`src/rtl/acc_alu_pkg.sv`:
```
package acc_alu_pkg;

  typedef enum logic [4:0] {
    OP_NONE, OP_ADD, OP_SUB, OP_AND, OP_IOR, OP_XOR, OP_DEC, OP_INC,
    OP_COM, OP_MOV, OP_RRF, OP_RLF, OP_SWAP, OP_MOVWF, OP_CLR,
    OP_BCLR, OP_BSET, OP_LMOV, OP_LIOR, OP_LAND, OP_LXOR
  } alu_op_e;

  typedef struct packed {
    alu_op_e op;
    logic    wr_w;
    logic    wr_f;
    logic    upd_z;
    logic    upd_dc;
    logic    upd_c;
  } alu_ctl_t;

  // byte-operation opcodes (upper six bits)
  localparam logic [5:0] BOP_MISC0 = 6'b000000;
  localparam logic [5:0] BOP_CLR   = 6'b000001;
  localparam logic [5:0] BOP_SUB   = 6'b000010;
  localparam logic [5:0] BOP_DEC   = 6'b000011;
  localparam logic [5:0] BOP_IOR   = 6'b000100;
  localparam logic [5:0] BOP_AND   = 6'b000101;
  localparam logic [5:0] BOP_XOR   = 6'b000110;
  localparam logic [5:0] BOP_ADD   = 6'b000111;
  localparam logic [5:0] BOP_MOV   = 6'b001000;
  localparam logic [5:0] BOP_COM   = 6'b001001;
  localparam logic [5:0] BOP_INC   = 6'b001010;
  localparam logic [5:0] BOP_RRF   = 6'b001100;
  localparam logic [5:0] BOP_RLF   = 6'b001101;
  localparam logic [5:0] BOP_SWAP  = 6'b001110;

  // literal and bit opcodes (upper four bits)
  localparam logic [3:0] LOP_BCLR = 4'b0100;
  localparam logic [3:0] LOP_BSET = 4'b0101;
  localparam logic [3:0] LOP_MOV  = 4'b1100;
  localparam logic [3:0] LOP_IOR  = 4'b1101;
  localparam logic [3:0] LOP_AND  = 4'b1110;
  localparam logic [3:0] LOP_XOR  = 4'b1111;

endpackage

```
`src/rtl/acc_alu_decode.sv`:
```
module acc_alu_decode
  import acc_alu_pkg::*;
#(
  parameter int DATA_W  = 8,
  parameter int ADDR_W  = 5,
  parameter int INSTR_W = 12
) (
  input  logic [INSTR_W-1:0] instr_i,
  output alu_ctl_t           ctl_o
);

  localparam int BOP_LSB = ADDR_W + 1;

  logic [INSTR_W-BOP_LSB-1:0] bop;
  logic [INSTR_W-DATA_W-1:0]  lop;
  logic                       dst_file;
  logic                       addr_zero;

  assign bop       = instr_i[INSTR_W-1:BOP_LSB];
  assign lop       = instr_i[INSTR_W-1:DATA_W];
  assign dst_file  = instr_i[ADDR_W];
  assign addr_zero = (instr_i[ADDR_W-1:0] == '0);

  always_comb begin
    ctl_o = '{op: OP_NONE, wr_w: 1'b0, wr_f: 1'b0,
              upd_z: 1'b0, upd_dc: 1'b0, upd_c: 1'b0};
    unique case (lop)
      LOP_MOV: begin ctl_o.op = OP_LMOV; ctl_o.wr_w = 1'b1; end
      LOP_IOR: begin ctl_o.op = OP_LIOR; ctl_o.wr_w = 1'b1; ctl_o.upd_z = 1'b1; end
      LOP_AND: begin ctl_o.op = OP_LAND; ctl_o.wr_w = 1'b1; ctl_o.upd_z = 1'b1; end
      LOP_XOR: begin ctl_o.op = OP_LXOR; ctl_o.wr_w = 1'b1; ctl_o.upd_z = 1'b1; end
      LOP_BCLR: begin ctl_o.op = OP_BCLR; ctl_o.wr_f = 1'b1; end
      LOP_BSET: begin ctl_o.op = OP_BSET; ctl_o.wr_f = 1'b1; end
      4'b0000, 4'b0001, 4'b0010, 4'b0011: begin
        // routed byte operations share the destination rule
        ctl_o.wr_f = dst_file;
        ctl_o.wr_w = !dst_file;
        case (bop)
          BOP_ADD:  begin ctl_o.op = OP_ADD; ctl_o.upd_z = 1'b1;
                          ctl_o.upd_dc = 1'b1; ctl_o.upd_c = 1'b1; end
          BOP_SUB:  begin ctl_o.op = OP_SUB; ctl_o.upd_z = 1'b1;
                          ctl_o.upd_dc = 1'b1; ctl_o.upd_c = 1'b1; end
          BOP_AND:  begin ctl_o.op = OP_AND; ctl_o.upd_z = 1'b1; end
          BOP_IOR:  begin ctl_o.op = OP_IOR; ctl_o.upd_z = 1'b1; end
          BOP_XOR:  begin ctl_o.op = OP_XOR; ctl_o.upd_z = 1'b1; end
          BOP_DEC:  begin ctl_o.op = OP_DEC; ctl_o.upd_z = 1'b1; end
          BOP_INC:  begin ctl_o.op = OP_INC; ctl_o.upd_z = 1'b1; end
          BOP_COM:  begin ctl_o.op = OP_COM; ctl_o.upd_z = 1'b1; end
          BOP_MOV:  begin ctl_o.op = OP_MOV; ctl_o.upd_z = 1'b1; end
          BOP_RRF:  begin ctl_o.op = OP_RRF; ctl_o.upd_c = 1'b1; end
          BOP_RLF:  begin ctl_o.op = OP_RLF; ctl_o.upd_c = 1'b1; end
          BOP_SWAP: begin ctl_o.op = OP_SWAP; end
          BOP_MISC0: begin
            ctl_o.wr_w = 1'b0;
            ctl_o.wr_f = dst_file;
            ctl_o.op   = dst_file ? OP_MOVWF : OP_NONE;
          end
          BOP_CLR: begin
            if (dst_file || addr_zero) begin
              ctl_o.op    = OP_CLR;
              ctl_o.upd_z = 1'b1;
            end else begin
              ctl_o.wr_w = 1'b0;
            end
          end
          default: begin
            ctl_o.wr_w = 1'b0;
            ctl_o.wr_f = 1'b0;
          end
        endcase
      end
      default: ctl_o.op = OP_NONE;
    endcase
  end

endmodule

```
`src/rtl/acc_alu_exec.sv`:
```
module acc_alu_exec
  import acc_alu_pkg::*;
#(
  parameter int DATA_W = 8,
  parameter int BIT_W  = 3
) (
  input  alu_op_e           op_i,
  input  logic [DATA_W-1:0] fdata_i,
  input  logic [DATA_W-1:0] wreg_i,
  input  logic [DATA_W-1:0] lit_i,
  input  logic [BIT_W-1:0]  bitsel_i,
  input  logic              c_in,
  output logic [DATA_W-1:0] res_o,
  output logic              z_o,
  output logic              dc_o,
  output logic              c_o
);

  localparam int NIB = DATA_W / 2;

  logic [DATA_W:0]   add_w, sub_w;
  logic [NIB:0]      add_n, sub_n;
  logic [DATA_W-1:0] bit_mask;

  assign add_w    = {1'b0, fdata_i} + {1'b0, wreg_i};
  assign sub_w    = {1'b0, fdata_i} - {1'b0, wreg_i};
  assign add_n    = {1'b0, fdata_i[NIB-1:0]} + {1'b0, wreg_i[NIB-1:0]};
  assign sub_n    = {1'b0, fdata_i[NIB-1:0]} - {1'b0, wreg_i[NIB-1:0]};
  assign bit_mask = {{(DATA_W-1){1'b0}}, 1'b1} << bitsel_i;

  always_comb begin
    res_o = fdata_i;
    dc_o  = 1'b0;
    c_o   = c_in;
    unique case (op_i)
      OP_ADD:  begin res_o = add_w[DATA_W-1:0]; c_o = add_w[DATA_W]; dc_o = add_n[NIB]; end
      OP_SUB:  begin res_o = sub_w[DATA_W-1:0]; c_o = !sub_w[DATA_W]; dc_o = !sub_n[NIB]; end
      OP_AND:  res_o = fdata_i & wreg_i;
      OP_IOR:  res_o = fdata_i | wreg_i;
      OP_XOR:  res_o = fdata_i ^ wreg_i;
      OP_DEC:  res_o = fdata_i - 1'b1;
      OP_INC:  res_o = fdata_i + 1'b1;
      OP_COM:  res_o = ~fdata_i;
      OP_MOV:  res_o = fdata_i;
      OP_RRF:  begin res_o = {c_in, fdata_i[DATA_W-1:1]}; c_o = fdata_i[0]; end
      OP_RLF:  begin res_o = {fdata_i[DATA_W-2:0], c_in}; c_o = fdata_i[DATA_W-1]; end
      OP_SWAP: res_o = {fdata_i[NIB-1:0], fdata_i[DATA_W-1:NIB]};
      OP_MOVWF: res_o = wreg_i;
      OP_CLR:  res_o = '0;
      OP_BCLR: res_o = fdata_i & ~bit_mask;
      OP_BSET: res_o = fdata_i | bit_mask;
      OP_LMOV: res_o = lit_i;
      OP_LIOR: res_o = wreg_i | lit_i;
      OP_LAND: res_o = wreg_i & lit_i;
      OP_LXOR: res_o = wreg_i ^ lit_i;
      default: res_o = '0;
    endcase
  end

  assign z_o = (res_o == '0);

endmodule

```
`src/rtl/acc_alu_flags.sv`:
```
module acc_alu_flags (
  input  logic clk_i,
  input  logic rst_i,
  input  logic upd_z_i,
  input  logic upd_dc_i,
  input  logic upd_c_i,
  input  logic z_i,
  input  logic dc_i,
  input  logic c_i,
  output logic z_q,
  output logic dc_q,
  output logic c_q
);

  always_ff @(posedge clk_i) begin
    if (rst_i) begin
      z_q  <= 1'b0;
      dc_q <= 1'b0;
      c_q  <= 1'b0;
    end else begin
      if (upd_z_i)  z_q  <= z_i;
      if (upd_dc_i) dc_q <= dc_i;
      if (upd_c_i)  c_q  <= c_i;
    end
  end


  keep_flags_chk: assert property (@(posedge clk_i) disable iff (rst_i)
    !(upd_z_i || upd_dc_i || upd_c_i) |=> $stable({z_q, dc_q, c_q}));

endmodule

```
`src/rtl/acc_alu.sv`:
```
module acc_alu
  import acc_alu_pkg::*;
#(
  parameter int DATA_W  = 8,
  parameter int ADDR_W  = 5,
  parameter int INSTR_W = 12
) (
  input  logic               clk_i,
  input  logic               rst_i,
  input  logic [INSTR_W-1:0] instr_i,
  input  logic [DATA_W-1:0]  fdata_i,
  input  logic [DATA_W-1:0]  wreg_i,
  output logic [DATA_W-1:0]  result_o,
  output logic               w_we_o,
  output logic               f_we_o,
  output logic [ADDR_W-1:0]  f_addr_o,
  output logic               z_o,
  output logic               dc_o,
  output logic               c_o
);

  localparam int BIT_W = $clog2(DATA_W);

  alu_ctl_t          ctl;
  logic [DATA_W-1:0] res;
  logic              z_n, dc_n, c_n;

  acc_alu_decode #(.DATA_W(DATA_W), .ADDR_W(ADDR_W), .INSTR_W(INSTR_W)) u_dec (
    .instr_i (instr_i),
    .ctl_o   (ctl)
  );

  acc_alu_exec #(.DATA_W(DATA_W), .BIT_W(BIT_W)) u_exec (
    .op_i     (ctl.op),
    .fdata_i  (fdata_i),
    .wreg_i   (wreg_i),
    .lit_i    (instr_i[DATA_W-1:0]),
    .bitsel_i (instr_i[ADDR_W+BIT_W-1:ADDR_W]),
    .c_in     (c_o),
    .res_o    (res),
    .z_o      (z_n),
    .dc_o     (dc_n),
    .c_o      (c_n)
  );

  acc_alu_flags u_flags (
    .clk_i    (clk_i),
    .rst_i    (rst_i),
    .upd_z_i  (ctl.upd_z),
    .upd_dc_i (ctl.upd_dc),
    .upd_c_i  (ctl.upd_c),
    .z_i      (z_n),
    .dc_i     (dc_n),
    .c_i      (c_n),
    .z_q      (z_o),
    .dc_q     (dc_o),
    .c_q      (c_o)
  );

  always_ff @(posedge clk_i) begin
    if (rst_i) begin
      result_o <= '0;
      w_we_o   <= 1'b0;
      f_we_o   <= 1'b0;
      f_addr_o <= '0;
    end else begin
      result_o <= (ctl.wr_w || ctl.wr_f) ? res : '0;
      w_we_o   <= ctl.wr_w;
      f_we_o   <= ctl.wr_f;
      f_addr_o <= ctl.wr_f ? instr_i[ADDR_W-1:0] : '0;
    end
  end


  rst_quiet_chk: assert property (@(posedge clk_i)
    rst_i |=> (!w_we_o && !f_we_o && !z_o && !dc_o && !c_o));


  one_strobe_chk: assert property (@(posedge clk_i) disable iff (rst_i)
    !(w_we_o && f_we_o));


  sub_noborrow_chk: assert property (@(posedge clk_i) disable iff (rst_i)
    (ctl.op == OP_SUB) |=> (c_o == ($past(fdata_i) >= $past(wreg_i))));


  rlf_carry_chk: assert property (@(posedge clk_i) disable iff (rst_i)
    (ctl.op == OP_RLF) |=> (c_o == $past(fdata_i[DATA_W-1])));


  swap_flags_chk: assert property (@(posedge clk_i) disable iff (rst_i)
    (ctl.op == OP_SWAP || ctl.op == OP_MOVWF) |=> $stable({z_o, dc_o, c_o}));


  lit_dest_chk: assert property (@(posedge clk_i) disable iff (rst_i)
    (instr_i[INSTR_W-1:INSTR_W-2] == 2'b11) |=> (w_we_o && !f_we_o));


  clr_zero_chk: assert property (@(posedge clk_i) disable iff (rst_i)
    (ctl.op == OP_CLR) |=> (result_o == '0 && z_o));

endmodule

```
`config.mk`:
```
export PLATFORM = sky130hd
export DESIGN_NAME = acc_alu
export DESIGN_NICKNAME = d
export VERILOG_FILES = /design/src/rtl/acc_alu_pkg.sv /design/src/rtl/acc_alu_decode.sv /design/src/rtl/acc_alu_exec.sv /design/src/rtl/acc_alu_flags.sv /design/src/rtl/acc_alu.sv
export SDC_FILE = /design/constraint.sdc
export NUM_CORES = 1
export LEC_CHECK = 0
export BUFFER_PORTS_ARGS = -buffer_cell sky130_fd_sc_hd__buf_4
export CORE_ASPECT_RATIO = 0.6
export CORE_MARGIN = 3
export CORE_UTILIZATION = 65
export CTS_CLUSTER_DIAMETER = 60
export CTS_CLUSTER_SIZE = 24
export DETAILED_ROUTE_END_ITERATION = 8
export PLACE_DENSITY = 0.88
export SLEW_MARGIN = 10
export SYNTH_ARGS = -nofsm -noshare
export SYNTH_HDL_FRONTEND = slang
export SYNTH_SLANG_ARGS = --single-unit
```
`constraint.sdc`:
```
create_clock -name clk_i -period 13.6 [get_ports clk_i]
set_input_delay 2.04 -clock clk_i [delete_from_list [all_inputs] [get_ports clk_i]]
set_output_delay 2.04 -clock clk_i [all_outputs]
set_load 0.05 [all_outputs]
```
==> impl_results.md, run 1 <==
* Largest delay share family, worst path: compound AO/OA/AOI/OAI gates
* CTS Sinks at 18
* Setup Fix Bufs, Post-CTS at 0
* Crit Path Class: primary input to register
* Sequential cell area fraction in the yosys report at 0.100
* Area leader, netlist: dfxtp_1
* Vias in the first global route at 3878
* Total wire length after detailed routing at 14100 um
* First-pass GRT wire length at 20800 um
* Switching fraction of total power at 0.476
* CTS Buf Count at 3
* Switch Pwr at 0.119 mW
* Syn_nets at 553
* WP buf/inv at 1
* Die Wd at 102 um
* Port-buffer cells at 47
* Site row count at 20
* Worst-Margin Slew at 1.03 ns
* CTS tree: done
* Synth area leaders: dfxtp_1, ha_1, a21oi_1
* Hold Slack at 0.534 ns
* Part of the cycle the worst path needs at 0.508
* CP required at 13.79 ns
* F_max at 145 MHz
* H-tree Lvls at 1
* Post-route insts no fill at 580
* Clk_skew at 0.0142 ns
* Worst Min Path Start: u_flags.dc_q
* TNS Setup at 0 ns
* Crit path max fanout at 10
* WHS Endpoint: u_flags.dc_q
* Synth Instances at 492
* CP peak stage delay at 0.76 ns
* Synthesized flop and latch total at 18
* RSZ-0062 raised after global routing: false
* Routed vias/inst at 7.90
* Chip Height at 63.6 um
* Post_cts resized at 0
* Synth Flop Type: dfxtp_1
* Syn Std Cell Area at 3590 um^2
* Worst Path Arrival at 7.09 ns
* PwrDens at 63.5 nW/um^2
* Iteration-0 DRC Markers at 1016
* DIE AREA at 6480 um^2
* R2R cell count at 6
* Diodes inserted at 0
* Worst slack at placement at 6.98 ns
* Core footprint at 5200 um^2
* Grt ovf at 0
* Residual DRC at 27
* Violated checks: design-rule violations
* Slowest cell on the critical path: nor4_1
* Max Slew Vio Count at 0
* Final setup viols at 0
* Relative slew slack at 0.313
* First-pass DRT Iterations at 9
* Status: finished, violations left
* Initial antenna violation count at 0
* GRT Overall Usage at 0.415
* Crit-path cells: buf_4, nor4_1, a31oi_1, o211a_1, a211oi_2, nand2_1, ha_1, a21o_1, a21oi_1, xnor2_1, a221oi_1, nand3_1, nor4_1, nand3_1, o31ai_2
* Gate power share at 0.590
* Power Internal at 0.130 mW
* Max-Cap Viols at 0
* # IOs at 48
* Post-synth top area share at 0.100
* Async set or reset register ratio after synthesis at 0
* Leakage Power at 1.57 nW
* Hold_buf cts at 0
* Most numerous cell in the Yosys netlist: nor2_1
* Clock Tree Root: clkbuf_8
* Post-synth EDFFs at 0
* Largest net degree at the start of global routing at 26
* Post-DP Area at 3860 um^2
* Final critical-path required period at 6.91 ns
* Sequential Power Share at 0.226
* Nets at 576
* Routed Antenna Nets at 0
* Clock network power share at 0.184
* Gpl congestion at 1.15
* Placed cell count at 576
* Layout cell share with drive strength beyond 1 at 0.163
* Fin. Hold Viols at 0
* Cell variety after synth at 86
* Startpoint type of the worst setup path: primary input
* Synth Area per Inst at 7.30 um^2
* Critical R2R Launch: u_flags.c_q
* Post-DR wirelength/cell at 24.3 um
* Clock Path Buffers at 2
* Layout area overhead at 9.17%
* R2R Setup Slk at 11.83 ns
* Final Cell Area at 3920 um^2
* Reg2reg end: u_flags.z_q
* Worst hold path type: register to register
* WHS Path Cells at 2
* Starting Density at 0.690
* Peak supply drop at 0.0000308 V
* Reg clk slew, reported paths at 0.08 ns
* Most frequent cells after synthesis: nor2_1, nand2_1, a21oi_1, ha_1, nor3_1
* FILL cells at 417
* Stages on the worst setup path at 15
* Yosys warnings at 0
* Setup crit end kind: register
* Clock Latency Late Sink at 0.27 ns
* Final Util at 0.753
* Final worst slack at 6.69 ns
* DP HPWL at 10400 um
* Tot Pwr at 0.249 mW
* Total number of vias at 4583
## cells by family (layout without fill, tap and decap cells)
| kind of cell | count (synthesis) | count (layout) | share of synthesized area |
|---|---|---|---|
| fa+ha+maj | 31 | 31 | 0.114 |
| simple gates | 191 | 191 | 0.287 |
| compound gates | 164 | 164 | 0.338 |
| flops | 18 | 18 | 0.100 |
| buf+inv | 55 | 77 | 0.0742 |
| mux | 13 | 13 | 0.0373 |
| xor+xnor | 20 | 20 | 0.0488 |
## cell type report
class	instances	area, um^2	share of cell area
flip-flops and latches	18	360	0.0920
multi-input cells	419	2960	0.756
well taps	66	82.6	0.0211
repair buffers	49	368	0.0939
clock buffers	4	55.1	0.0140
inverters	24	90.1	0.0230
## worst max path at each step
stage                     start     endpoint  slack (ns)
floorplan           instr_i[11]  u_flags.z_q        7.67
global placement     instr_i[0]  u_flags.z_q        7.03
detailed placement   instr_i[1]  u_flags.z_q        6.98
CTS                  instr_i[1]  u_flags.z_q        7.22
global route         instr_i[1]  u_flags.z_q        6.78
finish               instr_i[0]  u_flags.z_q        6.69
## flip-flops by register name, indices dropped and copies added (netlist names)
signal,count
w_we_o,1
f_we_o,1
f_addr_o,5
result_o,8
u_flags.dc_q,1
u_flags.z_q,1
u_flags.c_q,1
## cell usage in the layout, fill, tap and decap left out, types with 8 or more instances in the layout
cell type and count:
nand3_1 17, o21ai_0 23, nand2_1 33, xnor2_1 15, inv_1 23, o211ai_1 12, o22ai_1 8, mux2i_1 10
nor2b_1 10, dfxtp_1 18, nand4_1 10, nor3_1 25, buf_4 49, nor4_1 11, nor2_1 41, a21oi_1 31
ha_1 28
## power groups by stage
stage                     combinational, mW  clock (mW)  sequential [mW]
after floorplan                      0.0874           0           0.0653
after global routing                  0.152      0.0471           0.0564
after detailed placement              0.136           0           0.0574
after CTS                             0.137      0.0452           0.0562
final                                 0.147      0.0458           0.0563
after global placement                0.135           0           0.0573
## layer usage
layer / up-vias / global-route usage / routed length (um)
li1: 1912 / - / -
met1: 2010 / 0.564 / 5250
met2: 533 / 0.555 / 5170
met3: 128 / 0.218 / 2890
met4: 0 / 0.134 / 791
met5: - / 0.0171 / 0
## tightest hold or removal path: cells and delay by family (launching register included)
kind	cells	cell delay, ns
flops	1	0.33
compound gates	2	0.16
Power figures use the tool's default switching activity.
==> run 2: changes to the inputs <==
--- a/config.mk
+++ b/config.mk
@@ -8,11 +8,11 @@
 export BUFFER_PORTS_ARGS = -buffer_cell sky130_fd_sc_hd__buf_4
 export CORE_ASPECT_RATIO = 0.6
 export CORE_MARGIN = 3
-export CORE_UTILIZATION = 65
+export CORE_UTILIZATION = 54
 export CTS_CLUSTER_DIAMETER = 60
 export CTS_CLUSTER_SIZE = 24
 export DETAILED_ROUTE_END_ITERATION = 8
-export PLACE_DENSITY = 0.88
+export PLACE_DENSITY = 0.78
 export SLEW_MARGIN = 10
 export SYNTH_ARGS = -nofsm -noshare
 export SYNTH_HDL_FRONTEND = slang
==> constraint.sdc (replaced) <==
create_clock -name clk_i -period 6.15 [get_ports clk_i]
set_input_delay 0.9225 -clock clk_i [delete_from_list [all_inputs] [get_ports clk_i]]
set_output_delay 0.9225 -clock clk_i [all_outputs]
set_load 0.05 [all_outputs]
==> impl_results.md, run 2 (synthesis gave the netlist of run 1 again) <==
* Status: finished, final reports clean
* Layout cell share with drive strength beyond 1 at 0.167
* CTS Buf Count at 3
* Nets at 578
* DP HPWL at 11000 um
* Crit Path Class: primary input to register
* Commonest non-fill, non-tap cells in the layout: buf_4, nor2_1, nand2_1
* R2R Setup Slk at 4.46 ns
* Initial antenna violation count at 0
* Startpoint type of the worst setup path: primary input
* Diodes inserted at 0
* Largest net degree at the start of global routing at 26
* Chip Height at 69.2 um
* Relative slew slack at 0.421
* FILL cells at 577
* Starting Density at 0.572
* Grt ovf at 0
* Iteration-0 DRC Markers at 681
* Final setup viols at 0
* Routed vias/inst at 7.30
* Final worst slack at 0.775 ns
* Met3 WL at 2670 um
* CP Launch Point: instr_i[1]
* Site row count at 22
* Total number of vias at 4380
* First-pass DRT Iterations at 6
* Max layer used: met5
* Max-Cap Viols at 0
* Residual DRC at 0
* Post_cts resized at 0
* Core footprint at 6280 um^2
* Worst Path Arrival at 5.56 ns
* Slowest cell on the critical path: nor4_1
* Crit path max fanout at 10
* Worst-Margin Slew at 0.861 ns
* Tot Pwr at 0.548 mW
* Register with the most flip-flops: result_o
* Fin. Hold Viols at 0
* Routed Antenna Nets at 0
* Port-buffer cells at 47
* Clk_skew at 0.0135 ns
* Clock Path Buffers at 2
* R2R cell count at 6
* Total wire length after detailed routing at 14500 um
* Hold Slack at 0.514 ns
* Gpl congestion at 1.08
* Crit-path cells: buf_4, nor4_1, a31oi_1, o211a_1, a211oi_2, nand2_1, ha_1, a21o_1, a21oi_1, o21ai_0, a21o_1, a21oi_1, xnor2_1, a221oi_1, and4_1, nand2_1, o31ai_2
* Most common cell after layout, fill and taps aside: buf_4
* GRT Overall Usage at 0.355
* Setup crit end kind: register
* Reg clk slew, reported paths at 0.08 ns
* DIE AREA at 7690 um^2
* Die Wd at 111 um
* Vias in the first global route at 3971
* Largest registers: result_o x8, f_addr_o x5
* CTS Sinks at 18
* CTS tree: done
* Reg2reg end: u_flags.z_q
* Largest delay share family, worst path: compound AO/OA/AOI/OAI gates
* Worst slack at placement at 0.794 ns
* CP required at 6.34 ns
* Hold_buf cts at 0
* RSZ-0062 raised after global routing: false
* Max reg flops at 8
* Clock Latency Late Sink at 0.26 ns
* CP peak stage delay at 0.75 ns
* Final critical-path required period at 5.37 ns
* Met2 WL at 5430 um
* H-tree Lvls at 1
* Part of the cycle the worst path needs at 0.874
* WP buf/inv at 1
* TNS Setup at 0 ns
* F_max at 186 MHz
* First-pass GRT wire length at 22100 um
* Clock Tree Root: clkbuf_8
* Setup crit end: u_flags.z_q
* Stages on the worst setup path at 17
* Worst hold path type: register to register
* # IOs at 48
* Peak supply drop at 0.000101 V
* Leakage Power at 1.58 nW
* Setup Fix Bufs, Post-CTS at 0
* Layout area overhead at 10.2%
* Metal-1 WL at 5820 um
* PwrDens at 139 nW/um^2
* Critical R2R Launch: u_flags.c_q
* Post-DR wirelength/cell at 24.1 um
* Max Slew Vio Count at 0
run 2: worst min path at each step:
| stage | from | end | slack, ns | depth (start not counted) |
|---|---|---|---|---|
| after global placement | u_flags.z_q | u_flags.z_q | 0.49 | 2 |
| after detailed placement | u_flags.z_q | u_flags.z_q | 0.49 | 2 |
| after floorplan | u_flags.dc_q | u_flags.dc_q | 0.68 | 2 |
| after global routing | u_flags.z_q | u_flags.z_q | 0.54 | 2 |
| after CTS | u_flags.z_q | u_flags.z_q | 0.51 | 2 |
| final | u_flags.z_q | u_flags.z_q | 0.51 | 2 |
run 2: final cells by class:
| type | count | area [um^2] | area share |
|---|---|---|---|
| multi-input combinational | 419 | 2960 | 0.749 |
| inverter | 24 | 90.1 | 0.0228 |
| clock buffer | 4 | 55.1 | 0.0139 |
| sequential | 18 | 360 | 0.0911 |
| tap | 84 | 105 | 0.0266 |
| timing repair buffer | 51 | 383 | 0.0968 |
run 2: power breakdown:
| group | switching, mW | total (mW) | internal, mW |
|---|---|---|---|
| Sequential | 0.00235 | 0.124 | 0.122 |
| Combinational | 0.214 | 0.324 | 0.110 |
| Clock | 0.0435 | 0.101 | 0.0570 |
run 2: routing by layer:
layer / up-vias / global-route usage
li1: 1919 / -
met1: 1976 / 0.505
met4: 2 / 0.0931
met2: 411 / 0.474
met3: 72 / 0.161
met5: - / 0.0533
run 2: stage by stage:
step / util / instances / instance area (um^2)
after floorplan: - / 492 / 3590
after global placement: 0.622 / 596 / 3900
after detailed placement: 0.622 / 596 / 3900
after CTS: 0.630 / 600 / 3960
after global routing: 0.630 / 600 / 3960
final: 0.630 / 600 / 3960
run 2: worst reg2reg max path, cell delays in order, from the launching register on:
cell and delay [ns]:
dfxtp_1 0.36, a21oi_1 0.15, a2111o_1 0.26, o211ai_1 0.16
nor4_2 0.23, nand4_1 0.18, o31ai_2 0.27
==> run 3: changes to the inputs <==
==> constraint.sdc (replaced) <==
create_clock -name clk_i -period 6.15 [get_ports clk_i]
set_input_delay 0.3075 -clock clk_i [delete_from_list [all_inputs] [get_ports clk_i]]
set_output_delay 0.3075 -clock clk_i [all_outputs]
set_load 0.05 [all_outputs]
==> impl_results.md, run 3 (synthesis gave the netlist of run 1 again) <==
* Status: finished, final reports clean
* Max-Cap Viols at 0
* Diodes inserted at 0
* Register with the most flip-flops: result_o
* Clk_skew at 0.0149 ns
* Reg clk slew, reported paths at 0.08 ns
* Clock Path Buffers at 2
* CP required at 6.34 ns
* Iteration-0 DRC Markers at 670
* Crit path max fanout at 10
* DIE AREA at 7690 um^2
* Clock network power share at 0.187
* Layout cell share with drive strength beyond 1 at 0.163
* Post-route insts no fill at 598
* Final setup viols at 0
* Chip Height at 69.2 um
* Max reg flops at 8
* Switching fraction of total power at 0.471
* Hold_buf cts at 0
* Final critical-path required period at 5.03 ns
* First-pass GRT wire length at 21300 um
* RSZ-0062 raised after global routing: false
* Nets at 576
* Part of the cycle the worst path needs at 0.818
* DP HPWL at 10600 um
* Starting Density at 0.572
* Clock Latency Late Sink at 0.27 ns
* Hold Slack at 0.266 ns
* FILL cells at 591
* GRT Overall Usage at 0.343
* TNS Setup at 0 ns
* PwrDens at 138 nW/um^2
* F_max at 199 MHz
* First-pass DRT Iterations at 6
* Total number of vias at 4326
* Setup crit end kind: register
* Setup Fix Bufs, Post-CTS at 0
* Sequential Power Share at 0.228
* Max Slew Vio Count at 0
* Total wire length after detailed routing at 13900 um
* Core footprint at 6280 um^2
* H-tree Lvls at 1
* Port-buffer cells at 47
* Gate power share at 0.585
* Peak supply drop at 0.0000911 V
* Post-DP Area at 3890 um^2
* Crit Path Class: primary input to register
* Leakage Power at 1.57 nW
* Post_cts resized at 0
* Placed cell count at 594
* Fin. Hold Viols at 0
* Post-DR wirelength/cell at 23.3 um
* Layout area overhead at 9.79%
* Tot Pwr at 0.544 mW
* Worst-Margin Slew at 0.875 ns
* CTS Buf Count at 3
* Area of the multi-input gates at 2960 um^2
* FF/Latch Area at 360 um^2
* Routed vias/inst at 7.23
* Largest net degree at the start of global routing at 26
* Final Util at 0.628
* CTS tree: done
* Largest registers: result_o x8, f_addr_o x5
* Commonest non-fill, non-tap cells in the layout: buf_4, nor2_1, nand2_1
* CTS Sinks at 18
* Worst hold path type: primary input to register
* Startpoint type of the worst setup path: primary input
* Grt ovf at 0
* Final Cell Area at 3940 um^2
* Gpl congestion at 1.12
* Power Internal at 0.288 mW
* Most common cell after layout, fill and taps aside: buf_4
* Relative slew slack at 0.415
* Switch Pwr at 0.256 mW
* Die Wd at 111 um
* Site row count at 22
* Final worst slack at 1.12 ns
* Routed Antenna Nets at 0
* Vias in the first global route at 3734
* Clock Tree Root: clkbuf_8
* Residual DRC at 0
* # IOs at 48
* Initial antenna violation count at 0
* Worst slack at placement at 1.10 ns
* Worst Path Arrival at 5.23 ns
-- run 3: cell types whose count changed in the layout (fill, tap and decap cells not counted), sizes merged --
cell / change
buf: -2
-- run 3: power by group through the flow --
stage | registers, mW | logic (mW) | clock network (mW)
after floorplan | 0.144 | 0.193 | 0
after global placement | 0.127 | 0.301 | 0
after detailed placement | 0.127 | 0.301 | 0
after CTS | 0.124 | 0.303 | 0.101
after global routing | 0.125 | 0.337 | 0.105
final | 0.124 | 0.319 | 0.102
-- run 3: area by class of cell --
| class | instances | share of cell area |
|---|---|---|
| clock buffer | 4 | 0.0140 |
| inverter | 24 | 0.0229 |
| multi-input combinational | 419 | 0.752 |
| sequential | 18 | 0.0914 |
| tap | 84 | 0.0267 |
| timing repair buffer | 49 | 0.0933 |
-- run 3: path summary, 6_finish.rpt --
| check | from | to | slack, ns | cells after the start |
|---|---|---|---|---|
| worst max-delay path | instr_i[0] | u_flags.z_q | 1.12 | 17 |
| worst min-delay path | rst_i | u_flags.c_q | 0.27 | 2 |
| worst max register to register | u_flags.c_q | u_flags.z_q | 4.45 | 6 |
| worst min register to register | u_flags.z_q | u_flags.z_q | 0.51 | 2 |
-- run 3: worst max-delay path, cell delays in order --
cell and delay [ns]:
buf_4 0.14, nor4_1 0.68, a31oi_1 0.37, o211a_1 0.48, a211oi_2 0.63, nand2_1 0.37, ha_1 0.37, a21o_1 0.18
a21oi_1 0.21, o21ai_0 0.17, a21o_1 0.21, a21oi_1 0.18, xnor2_1 0.08, a221oi_1 0.31, and4_1 0.28, nand2_1 0.08
o31ai_2 0.17
-- run 3: metal layers --
metal  GRT usage  wire length [um]  vias up
li1            -                 -     1914
met1       0.509              5640     1968
met2       0.446              5190      383
met3       0.151              2630       61
met4      0.0796               458        0
met5           0                 0        -
